### config.mk
export PLATFORM = sky130hd
export DESIGN_NAME = clkmode_ctrl
export DESIGN_NICKNAME = d
export VERILOG_FILES = /design/src/rtl/clkmode_pkg.sv /design/src/rtl/clkmode_lock.sv /design/src/rtl/clkmode_cfg.sv /design/src/rtl/clkmode_fsm.sv /design/src/rtl/clkmode_decode.sv /design/src/rtl/clkmode_ctrl.sv
export SDC_FILE = /design/constraint.sdc
export NUM_CORES = 1
export LEC_CHECK = 0
export BUFFER_PORTS_ARGS = -buffer_cell sky130_fd_sc_hd__clkbuf_2
export CAP_MARGIN = 20
export CELL_PAD_IN_SITES_DETAIL_PLACEMENT = 2
export CELL_PAD_IN_SITES_GLOBAL_PLACEMENT = 2
export CORE_ASPECT_RATIO = 1.1
export CORE_MARGIN = 10
export CORE_UTILIZATION = 32
export DETAILED_ROUTE_END_ITERATION = 12
export PLACE_DENSITY_LB_ADDON = 0.1
export SLEW_MARGIN = 20
export SYNTH_ARGS = -nofsm -noshare
export SYNTH_HDL_FRONTEND = slang
export SYNTH_SLANG_ARGS = --single-unit
export TNS_END_PERCENT = 5
### constraint.sdc
create_clock -name clk -period 1.9 [get_ports clk]
set_clock_uncertainty 0.2 [all_clocks]
set_input_delay 0.38 -clock clk [delete_from_list [all_inputs] [get_ports clk]]
set_output_delay 0.38 -clock clk [all_outputs]
set_load 0.02 [all_outputs]
### src/rtl/clkmode_pkg.sv
package clkmode_pkg;
  typedef enum logic [2:0] {
    PH_RUN      = 3'd0,
    PH_IDLE_IO  = 3'd1,
    PH_IDLE_OSC = 3'd2,
    PH_STOP     = 3'd3,
    PH_WARM     = 3'd4
  } phase_e;

  localparam logic [2:0] MD_OSC      = 3'd0;
  localparam logic [2:0] MD_PLL      = 3'd1;
  localparam logic [2:0] MD_IDLE_IO  = 3'd2;
  localparam logic [2:0] MD_IDLE_OSC = 3'd3;
  localparam logic [2:0] MD_STOP     = 3'd4;
  localparam logic [2:0] MD_WARM     = 3'd5;

  localparam logic [1:0] SB_IDLE_IO  = 2'd0;
  localparam logic [1:0] SB_IDLE_OSC = 2'd1;
endpackage

### src/rtl/clkmode_lock.sv
module clkmode_lock #(
  parameter int LOCK_CYC = 2048
) (
  input  logic clk,
  input  logic rst,
  input  logic pll_on,
  output logic locked
);
  localparam int LCW = (LOCK_CYC > 1) ? $clog2(LOCK_CYC) : 1;
  localparam logic [LCW-1:0] LAST = LCW'(LOCK_CYC - 1);

  logic [LCW-1:0] cnt;

  always_ff @(posedge clk) begin
    if (rst || !pll_on) begin
      cnt    <= '0;
      locked <= 1'b0;
    end else if (!locked) begin
      if (cnt == LAST) locked <= 1'b1;
      else             cnt    <= cnt + 1'b1;
    end
  end

  p_lock_rise_r3: assert property (@(posedge clk) disable iff (rst)
    $rose(locked) |-> $past(pll_on));
  p_lock_fall_r3: assert property (@(posedge clk) disable iff (rst)
    $fell(locked) |-> !$past(pll_on));
endmodule

### src/rtl/clkmode_cfg.sv
module clkmode_cfg #(
  parameter int GEAR_W = 3
) (
  input  logic              clk,
  input  logic              rst,
  input  logic              wr_ok,
  input  logic              cfg_wr,
  input  logic              cfg_pll_on,
  input  logic              cfg_sel_pll,
  input  logic [GEAR_W-1:0] cfg_gear,
  input  logic              cfg_mul16,
  input  logic [1:0]        cfg_stby,
  input  logic              locked,
  output logic              pll_on,
  output logic              sel_pll,
  output logic [GEAR_W-1:0] gear,
  output logic              mul16,
  output logic [1:0]        stby,
  output logic              bad_clear
);
  localparam logic [GEAR_W-1:0] GEAR_RST = GEAR_W'(4);

  logic take;
  logic pll_next;

  assign take      = wr_ok && cfg_wr;
  assign bad_clear = take && pll_on && sel_pll && !cfg_pll_on;
  assign pll_next  = bad_clear ? 1'b1 : cfg_pll_on;

  always_ff @(posedge clk) begin
    if (rst) begin
      pll_on  <= 1'b0;
      sel_pll <= 1'b0;
      gear    <= GEAR_RST;
      mul16   <= 1'b0;
      stby    <= '0;
    end else if (take) begin
      pll_on  <= pll_next;
      sel_pll <= cfg_sel_pll && locked && pll_next;
      gear    <= cfg_gear;
      mul16   <= cfg_mul16;
      stby    <= cfg_stby;
    end
  end

  p_sel_needs_pll_r4: assert property (@(posedge clk) disable iff (rst)
    sel_pll |-> pll_on);
  p_sel_rise_locked_r4: assert property (@(posedge clk) disable iff (rst)
    $rose(sel_pll) |-> $past(locked));
  p_pll_kept_r5: assert property (@(posedge clk) disable iff (rst)
    ($past(sel_pll) && $past(pll_on)) |-> pll_on);
  p_frozen_r11: assert property (@(posedge clk) disable iff (rst)
    $past(!wr_ok) |-> ($stable(gear) && $stable(pll_on) && $stable(stby)));
endmodule

### src/rtl/clkmode_fsm.sv
module clkmode_fsm
  import clkmode_pkg::*;
#(
  parameter int WARM_CYC = 1024
) (
  input  logic       clk,
  input  logic       rst,
  input  logic       pll_on,
  input  logic [1:0] stby,
  input  logic       halt,
  input  logic       wake_irq,
  output phase_e     phase,
  output logic       stop_refused
);
  localparam int WCW = (WARM_CYC > 1) ? $clog2(WARM_CYC) : 1;
  localparam logic [WCW-1:0] WLAST = WCW'(WARM_CYC - 1);

  logic [WCW-1:0] wcnt;
  logic           want_stop;

  assign want_stop    = (phase == PH_RUN) && halt &&
                        (stby != SB_IDLE_IO) && (stby != SB_IDLE_OSC);
  assign stop_refused = want_stop && pll_on;

  always_ff @(posedge clk) begin
    if (rst) begin
      phase <= PH_RUN;
      wcnt  <= '0;
    end else begin
      unique case (phase)
        PH_RUN: begin
          if (halt) begin
            if (stby == SB_IDLE_IO)       phase <= PH_IDLE_IO;
            else if (stby == SB_IDLE_OSC) phase <= PH_IDLE_OSC;
            else if (!pll_on)             phase <= PH_STOP;
          end
        end
        PH_IDLE_IO, PH_IDLE_OSC: begin
          if (wake_irq) phase <= PH_RUN;
        end
        PH_STOP: begin
          wcnt <= '0;
          if (wake_irq) phase <= PH_WARM;
        end
        PH_WARM: begin
          if (wcnt == WLAST) phase <= PH_RUN;
          else               wcnt  <= wcnt + 1'b1;
        end
        default: phase <= PH_RUN;
      endcase
    end
  end

  p_idle_by_halt_r6: assert property (@(posedge clk) disable iff (rst)
    ($past(phase == PH_RUN) && phase != PH_RUN) |-> $past(halt));
  p_stop_no_pll_r8: assert property (@(posedge clk) disable iff (rst)
    (phase == PH_STOP) |-> !pll_on);
  p_no_skip_warm_r10: assert property (@(posedge clk) disable iff (rst)
    $past(phase == PH_STOP) |-> (phase != PH_RUN));
  p_warm_from_stop_r10: assert property (@(posedge clk) disable iff (rst)
    $rose(phase == PH_WARM) |-> $past(phase == PH_STOP));
endmodule

### src/rtl/clkmode_decode.sv
module clkmode_decode
  import clkmode_pkg::*;
#(
  parameter int GEAR_W      = 3,
  parameter int DIV_MAX_LOG = 4,
  parameter int MUL_LO      = 12,
  parameter int MUL_HI      = 16,
  parameter int MUL_W       = 5
) (
  input  phase_e                 phase,
  input  logic                   sel_pll,
  input  logic [GEAR_W-1:0]      gear,
  input  logic                   mul16,
  output logic [2:0]             mode,
  output logic [DIV_MAX_LOG:0]   gear_div,
  output logic [MUL_W-1:0]       mul_factor,
  output logic                   cpu_clk_en,
  output logic                   per_clk_en,
  output logic                   osc_en
);
  localparam logic [GEAR_W-1:0] GMAX = GEAR_W'(DIV_MAX_LOG);

  logic [GEAR_W-1:0] gsel;
  assign gsel = (gear > GMAX) ? GMAX : gear;

  for (genvar i = 0; i <= DIV_MAX_LOG; i++) begin : g_div
    assign gear_div[i] = (gsel == GEAR_W'(i));
  end

  always_comb begin
    mode       = MD_OSC;
    cpu_clk_en = 1'b0;
    per_clk_en = 1'b0;
    osc_en     = 1'b1;
    unique case (phase)
      PH_RUN: begin
        mode       = sel_pll ? MD_PLL : MD_OSC;
        cpu_clk_en = 1'b1;
        per_clk_en = 1'b1;
      end
      PH_IDLE_IO: begin
        mode       = MD_IDLE_IO;
        per_clk_en = 1'b1;
      end
      PH_IDLE_OSC: mode = MD_IDLE_OSC;
      PH_STOP: begin
        mode   = MD_STOP;
        osc_en = 1'b0;
      end
      PH_WARM: mode = MD_WARM;
      default: mode = MD_OSC;
    endcase
  end

  assign mul_factor = !sel_pll ? MUL_W'(1) : (mul16 ? MUL_W'(MUL_HI) : MUL_W'(MUL_LO));
endmodule

### src/rtl/clkmode_ctrl.sv
module clkmode_ctrl
  import clkmode_pkg::*;
#(
  parameter int GEAR_W      = 3,
  parameter int DIV_MAX_LOG = 4,
  parameter int MUL_LO      = 12,
  parameter int MUL_HI      = 16,
  parameter int LOCK_CYC    = 2048,
  parameter int WARM_CYC    = 1024,
  localparam int MUL_W      = $clog2(MUL_HI + 1),
  localparam int DIV_W      = DIV_MAX_LOG + 1
) (
  input  logic              clk,
  input  logic              rst,
  input  logic              cfg_wr,
  input  logic              cfg_pll_on,
  input  logic              cfg_sel_pll,
  input  logic [GEAR_W-1:0] cfg_gear,
  input  logic              cfg_mul16,
  input  logic [1:0]        cfg_stby,
  input  logic              halt,
  input  logic              wake_irq,
  output logic [2:0]        mode,
  output logic [DIV_W-1:0]  gear_div,
  output logic [MUL_W-1:0]  mul_factor,
  output logic              cpu_clk_en,
  output logic              per_clk_en,
  output logic              osc_en,
  output logic              pll_en,
  output logic              pll_locked,
  output logic              err_flag
);
  phase_e            phase;
  logic              pll_on, sel_pll, mul16, bad_clear, stop_refused;
  logic [GEAR_W-1:0] gear;
  logic [1:0]        stby;

  clkmode_lock #(.LOCK_CYC(LOCK_CYC)) u_lock (
    .clk(clk), .rst(rst), .pll_on(pll_on), .locked(pll_locked)
  );

  clkmode_cfg #(.GEAR_W(GEAR_W)) u_cfg (
    .clk(clk), .rst(rst), .wr_ok(phase == PH_RUN), .cfg_wr(cfg_wr),
    .cfg_pll_on(cfg_pll_on), .cfg_sel_pll(cfg_sel_pll), .cfg_gear(cfg_gear),
    .cfg_mul16(cfg_mul16), .cfg_stby(cfg_stby), .locked(pll_locked),
    .pll_on(pll_on), .sel_pll(sel_pll), .gear(gear), .mul16(mul16),
    .stby(stby), .bad_clear(bad_clear)
  );

  clkmode_fsm #(.WARM_CYC(WARM_CYC)) u_fsm (
    .clk(clk), .rst(rst), .pll_on(pll_on), .stby(stby), .halt(halt),
    .wake_irq(wake_irq), .phase(phase), .stop_refused(stop_refused)
  );

  clkmode_decode #(
    .GEAR_W(GEAR_W), .DIV_MAX_LOG(DIV_MAX_LOG), .MUL_LO(MUL_LO),
    .MUL_HI(MUL_HI), .MUL_W(MUL_W)
  ) u_dec (
    .phase(phase), .sel_pll(sel_pll), .gear(gear), .mul16(mul16),
    .mode(mode), .gear_div(gear_div), .mul_factor(mul_factor),
    .cpu_clk_en(cpu_clk_en), .per_clk_en(per_clk_en), .osc_en(osc_en)
  );

  assign pll_en = pll_on;

  always_ff @(posedge clk) begin
    if (rst)                            err_flag <= 1'b0;
    else if (bad_clear || stop_refused) err_flag <= 1'b1;
  end

  p_div_onehot_r2: assert property (@(posedge clk) disable iff (rst)
    $countones(gear_div) == 1);
  p_stop_all_off_r7: assert property (@(posedge clk) disable iff (rst)
    (mode == MD_STOP) |-> !(cpu_clk_en || per_clk_en || osc_en || pll_en));
  p_refuse_sets_err_r8: assert property (@(posedge clk) disable iff (rst)
    stop_refused |=> (err_flag && mode != MD_STOP));
  p_err_sticky_r12: assert property (@(posedge clk) disable iff (rst)
    !$fell(err_flag));
endmodule

==> metrics.md, run 1 <==
| Metric | Value |
|---|---|
| Status | `finished clean` |
| Simple-gate share of the synthesized area | `between 30% and 40%` |
| Clock share of power | `between 30% and 40%` |
| Worst path depth | `3` |
| Compound-Gate Fraction of Synth Area | `approximately 18%` |
| R2R cell count | `6` |
| Initial core utilization | `32.59%` |
| Row cnt | `28` |
| Final period util | `99.18%` |
| Maxcap violations | `0` |
| Leak | `0.0008211 µW` |
| Synthesized area | `1735 µm²` |
| Antenna viol nets, final | `0` |
| Async set-reset flop share out of synthesis | `0%` |
| Max Freq | `530.6 MHz` |
| CTS Sinks | `34` |
| Max incr delay on CP | `around 410 ps` |
| DIE HEIGHT | `97.24 µm` |
| DP HPWL | `a little under 4000 µm` |
| Hold Vio Cnt, Final | `0` |
| Main combinational cell family by area after synthesis | `simple AND/OR/NAND/NOR gates` |
| Vias/cell | `5.165` |
| Cell Chain, Critical Path | `or3b_4 > nand2_1 > clkbuf_8` |
| Clock slew at reported path FFs | `70 ps` |
| Ranking of synthesized cells by area | `dfxtp_1, a21oi_1, nand2_1, o21ai_0, nor2_1` |
| Hold path cells | `3` |
| Worst VDD drop | `340.2 µV` |
| Final Cell Area | `2118 µm²` |
| Setup ws final | `around 16 ps` |
| Top cells by count, synth | `dfxtp_1, nand2_1, a21oi_1, nor2_1, o21ai_0` |
| Sw power | `373.2 µW` |
| Initial DRC count | `20` |
| Port Buf Inserts | `30` |
| Crit path max-delay family | `simple AND/OR/NAND/NOR gates` |
| Post-synthesis mux area share | `around 1.7%` |
| Area of the multi-input gates | `967.2 µm²` |
| Worst Hold Class | `in2reg` |
| Post-Syn Instances | `204` |
| Boundary Pins | `32` |
| Clock Path Buffers | `2` |
| Pin count of the biggest net entering global routing | `16` |
| DP Area | `1976 µm²` |
| Adder-cell share of the synthesized area | `1.442%` |
| Critical path buffer and inverter count | `1` |
| Top-area cell type share of the netlist area | `between 30% and 40%` |
| Routed wire length | `between 5000 and 6000 µm` |
| Combinational share of power | `roughly 9.8%` |
| Final setup fails | `0` |
| Post-Synth XOR/XNOR Area | `2.019%` |
| WL/cell | `between 15 and 20 µm` |
| Critical-path maximum fanout | `10` |
| Flip-flop and latch area | `689.4 µm²` |
| First-pass GRT wire length | `~8900 µm` |
| Most numerous cell in the Yosys netlist | `dfxtp_1` |
| Vias in the first global route | `approximately 1.8k` |
| Grt total ovfl | `0` |
| Pre-antenna DRT Iters | `4` |
| Pwr/cell area | `about 680 nW/µm²` |
| DP Worst Slack | `-11.83 ps` |
| EDFF count, synth | `0` |
| Max Transition Viols Final | `0` |
| Setup Crit Path Kind | `reg2out` |
| Slowest library cell on the worst path | `or3b_4` |
| Die area | `8772 µm²` |
| H-tree Lvls | `2` |
| CTS tree | `yes` |
| Switching share of power | `25.97%` |
| RSZ-0062 raised after global routing | `true` |
| Worst EP required | `approximately 1300 ps` |
| Seq/Total Area, Yosys | `39.22%` |
| Sequential share of power | `52.7%` |
| Clk_lat worst skew | `between 200 and 300 ps` |
| Minimum clock period | `~1900 ps` |
| Startpoint Class | `flop` |
| Synth cell types | `46` |
| GRT Total Usage | `11.96%` |
| Die Wd | `90.22 µm` |
| Initial antenna violation count | `0` |
| FILL cells | `643` |
| Core Box Area | `~5300 µm²` |
| Crit end category | `primary output` |
| Int Pwr | `1064 µW` |
| Finished Core Util | `39.78%` |
| DR DRC count | `0` |
| Layout cells sized above 1 | `27.80%` |
| Post-Syn Nets | `about 220` |
| # hold bufs at CTS | `0` |
| Cts bufs inserted | `5` |
| Synthesis Warnings | `0` |
| CP arrival | `1300 ps` |
| Antenna Cells | `0` |
| Routed vias | `1,632` |
| Synth Flop Type | `dfxtp_1` |
| Syn_area_per_cell | `8.507 µm²` |
| Yosys top cell by area | `dfxtp_1` |
| Final Net Count | `about 260` |
| FF+latch count, synth | `34` |
| Hold slack | `121.1 ps` |
| Synth-to-Final Area Change | `22.06%` |
| Root buffer cell | `clkbuf_8` |
| Placer Congestion | `0.7980` |
worst reg2reg max path: stages (launching register included):
cell     delay (ps)
dfxtp_1         340
ha_2            220
nand2_2         120
o41ai_4         100
buf_4           160
or4_1           500
a21oi_2         150
placed cells by master (no fill, tap or decap), types with 3 or more instances in the layout:
cell      Yosys  final
dfxtp_1      34     31
clkbuf_2      0     28
nand2_1      26     25
a21oi_1      23     21
nor2_1       13     13
buf_4         2     12
o21ai_0      11     11
nand3_1       8      8
clkbuf_8      1      7
or3_1         6      6
inv_1         5      5
and2_1        4      4
nor3_1        5      4
nand4_1       4      4
nand4b_1      4      4
nand3b_1      3      3
nor3b_1       3      3
and3_1        3      3
nand2b_1      3      3
xor2_1        3      3
mux2i_1       3      3
a31oi_1       3      3
worst paths after layout:
kind,slack (ps),to,startpoint
min,120,u_cfg.gear[2]$_SDFFE_PP1N_,cfg_gear[2]
max,20,mode[2],u_fsm.phase[1]$_SDFFE_PP0P_
max reg2reg,60,u_lock.cnt[9]$_SDFFE_PP0P_,u_lock.cnt[0]$_SDFFE_PP0P_
min reg2reg,280,u_cfg.mul16$_SDFFE_PP0N_,u_cfg.mul16$_SDFFE_PP0N_
routing by layer:
layer	global-route usage [%]	vias up	routed length, µm
met2	22.15	19	2710
met5	0	-	0
met1	12.60	802	2178
met3	3.941	6	200
met4	3.064	0	51
li1	-	805	-
power groups by stage:
stage               Combinational, µW  Sequential [µW]  Clock, µW
floorplan                         108              759          0
detailed placement                138              772          0
global placement                  134              769          0
global route                      158              761        587
finish                            141              757        540
CTS                               141              756        563
cell type report:
| type | instances | area share, % |
|---|---|---|
| Timing Repair Buffer | 43 | 12.58 |
| Multi-Input combinational cell | 153 | 45.66 |
| Sequential cell | 34 | 32.55 |
| Tap cell | 75 | 4.430 |
| Inverter | 5 | 0.8860 |
| Clock buffer | 6 | 3.898 |
flip-flops by register name, indices dropped and copies added (netlist names):
signal,flops
u_fsm.phase,3
u_cfg.sel_pll,1
u_cfg.stby,2
u_fsm.wcnt,10
u_lock.locked,1
u_cfg.mul16,1
u_lock.cnt,11
err_flag,1
u_cfg.pll_on,1
u_cfg.gear,3
timing repair:
action | in CTS | in global routing
resized for setup | 9 | 7
setup endpoints to repair | 5 | 10
pin swaps | 1 | 1
setup buffers | 1 | 1
metrics by stage:
step | total power, µW | cells | TNS (ps)
final | 1437 | 316 | 0
after floorplan | 866.7 | 204 | 0
after global routing | 1506 | 316 | -63.58
after CTS | 1460 | 315 | -8.551
after detailed placement | 910.9 | 308 | -11.83
after global placement | 902.6 | 308 | 0
cell families after synthesis:
group / Yosys count
AO/OA/AOI/OAI: 49
XOR/XNOR: 4
adder cells (fa/ha/maj): 2
buffers and inverters: 17
flip-flops: 34
multiplexers: 3
other: 1
AND/OR/NAND/NOR: 94
(Power assumes the default switching activity.)
==> run 2, diff against run 1 <==
--- a/config.mk
+++ b/config.mk
@@ -14,6 +14,7 @@
 export CORE_UTILIZATION = 32
 export DETAILED_ROUTE_END_ITERATION = 12
 export PLACE_DENSITY_LB_ADDON = 0.1
+export REMOVE_ABC_BUFFERS = 1
 export SLEW_MARGIN = 20
 export SYNTH_ARGS = -nofsm -noshare
 export SYNTH_HDL_FRONTEND = slang
==> run 2 against run 1 <==
  * Critical path depth is the same
  * Hold slack lost 16 ps
  * Highest routed layer unchanged
  * First-iteration DRC count grew 65%
  * Clock power grew 4.3%
  * Non-clock buffer count grew 2
  * Die area is the same
  * Utilization grew 0.47 points
  * Critical endpoint unchanged
  * Sequential power shrank 0.7%
  * Largest power group unchanged
==> metrics.md, run 2 (synthesized netlist as in run 1, its figures left out) <==
| Metric | Value |
|---|---|
| Setup Crit Path Kind | `reg2out` |
| Pin count of the biggest net entering global routing | `12 (-4)` |
| Startpoint Class | `flop` |
| Grt total ovfl | `0 (unchanged)` |
| Hold Vio Cnt, Final | `0 (unchanged)` |
| Boundary Pins | `32 (unchanged)` |
| CP arrival | `1280 ps (-20 ps)` |
| Vias/cell | `5.094 (-1.4%)` |
| Root buffer cell | `clkbuf_8` |
| Cts bufs inserted | `5 (unchanged)` |
| Routed vias | `1,630 (-0.12%)` |
| Clock slew at reported path FFs | `70 ps (about the same)` |
| Clock share of power | `38.4% (+0.9 points)` |
| DP HPWL | `3971 µm (+0.60%)` |
| Commonest non-fill, non-tap cell in the layout | `dfxtp_1` |
| Port Buf Inserts | `30 (unchanged)` |
| CTS tree | `yes` |
| Initial core utilization | `32.59% (unchanged)` |
| Minimum clock period | `1858 ps (-26.84 ps)` |
| RSZ-0062 raised after global routing | `true` |
| Crit end category | `primary output` |
| Int Pwr | `1081 µW (+1.6%)` |
| Pre-antenna DRT Iters | `4 (unchanged)` |
| Final Cell Area | `2143 µm² (+1.2%)` |
| Die Wd | `90.22 µm (unchanged)` |
| H-tree Lvls | `2 (unchanged)` |
| Worst Hold Class | `in2reg` |
| DR DRC count | `0 (unchanged)` |
| GRT Total Usage | `12.35% (+0.39 points)` |
| Synth-to-Final Area Change | `23.50%` |
| Status | `finished clean` |
| Critical-path maximum fanout | `8 (-2)` |
| Sequential share of power | `51.3% (-1.4 points)` |
| Largest regs | `u_lock.cnt (11), u_fsm.wcnt (10)` |
| Initial antenna violation count | `0 (unchanged)` |
| Antenna Cells | `0 (unchanged)` |
| Clock Path Buffers | `2 (unchanged)` |
| Most frequent cells in the layout | `dfxtp_1, clkbuf_2, nand2_1` |
| Worst EP required | `1320 ps (about the same)` |
| Core Box Area | `5325 µm² (unchanged)` |
| Leak | `0.0008392 µW (+2.2%)` |
| Finished Core Util | `40.25% (+0.47 points)` |
| Routed wire length | `5209 µm (+1.3%)` |
| Clk_lat worst skew | `290 ps (about the same)` |
| Max reg flops | `11 (unchanged)` |
| Max Freq | `538.3 MHz (+1.4%)` |
| Final setup fails | `0 (unchanged)` |
| Final Net Count | `259 (+0.78%)` |
| Antenna viol nets, final | `0 (unchanged)` |
| DP Area | `1983 µm² (+0.38%)` |
| Initial DRC count | `33 (+65%)` |
| WL/cell | `16.28 µm (about the same)` |
| Row cnt | `28 (unchanged)` |
| Vias in the first global route | `1,795 (-2.0%)` |
| CTS Sinks | `34 (unchanged)` |
| Max Transition Viols Final | `0 (unchanged)` |
| First-pass GRT wire length | `8976 µm (+0.84%)` |
| Top reg by flops | `u_lock.cnt` |
| Layout cells sized above 1 | `28.16% (+0.36 points)` |
| Final period util | `97.77% (-1.4 points)` |
| DIE HEIGHT | `97.24 µm (unchanged)` |
| Maxcap violations | `0 (unchanged)` |
| Sw power | `385.5 µW (+3.3%)` |
| Pwr/cell area | `684.3 nW/µm² (+0.87%)` |
| Die area | `8772 µm² (unchanged)` |
| Worst VDD drop | `293.9 µV (-14%)` |
| Switching share of power | `26.28% (+0.32 points)` |
| Combinational share of power | `10.3% (+0.5 points)` |
| Placer Congestion | `0.8176 (+2.5%)` |
## run 2: path summary, 6_finish.rpt
| kind | start | to | slack [ps] | cells after the start |
|---|---|---|---|---|
| min | cfg_gear[2] | u_cfg.gear[2]$_SDFFE_PP1N_ | 100 | 3 |
| max | u_fsm.phase[2]$_SDFFE_PP0P_ | mode[2] | 40 | 3 |
| min reg2reg | u_cfg.stby[0]$_SDFFE_PP0N_ | u_cfg.stby[0]$_SDFFE_PP0N_ | 280 | 2 |
| max reg2reg | u_lock.cnt[1]$_SDFFE_PP0P_ | u_lock.cnt[7]$_SDFFE_PP0P_ | 80 | 6 |
## run 2: cell type report
type,count,area (µm²)
clock buffers,7,86.33
fillers,626,3182
flip-flops and latches,34,693.2
well taps,75,93.84
clock inverters,1,5.005
multi-input cells,153,969.7
repair buffers,45,276.5
inverters,5,18.77
## run 2: timing repair
item | CTS | global route
cloned | 0 | 1
setup buffers | 1 | 1
hold buffers | 0 | 0
setup endpoints to repair | 5 | 11
pin swaps | 0 | 2
resized for setup | 6 | 12
## run 2: critical path, stage by stage, from the launching register on
cell	delay, ps
dfxtp_4	390
or3b_4	390
nand2_1	90
buf_6	120
## run 2: metal layers
metal | global-route usage [%] | wire, µm | up-vias
met5 | 0 | 0 | -
met4 | 4.779 | 80 | 0
met3 | 3.632 | 165 | 7
met2 | 21.87 | 2742 | 17
met1 | 13.47 | 2220 | 789
li1 | - | - | 817
## run 2: power by group through the flow
| stage | clock, µW | sequential, µW | combinational, µW |
|---|---|---|---|
| 2_1_floorplan | 0 | 769 | 77.3 |
| 6_report | 563 | 752 | 152 |
| 3_3_place_gp | 0 | 766 | 144 |
| 3_5_place_dp | 0 | 769 | 149 |
| 5_1_grt | 628 | 756 | 171 |
| 4_1_cts | 594 | 751 | 151 |
## run 2: stage by stage
stage          std cells  total power [µW]  TNS (ps)  hold slack [ps]  setup WS [ps]
2_1_floorplan        192             846.8         0            238.7          24.67
3_3_place_gp         309             910.4         0            256.7          135.9
3_5_place_dp         309             918.6         0            274.7          69.73
4_1_cts              318              1496         0            95.08         0.6646
5_1_grt              320              1555    -80.49            116.4         -44.60
6_report             320              1467         0            105.0          42.35
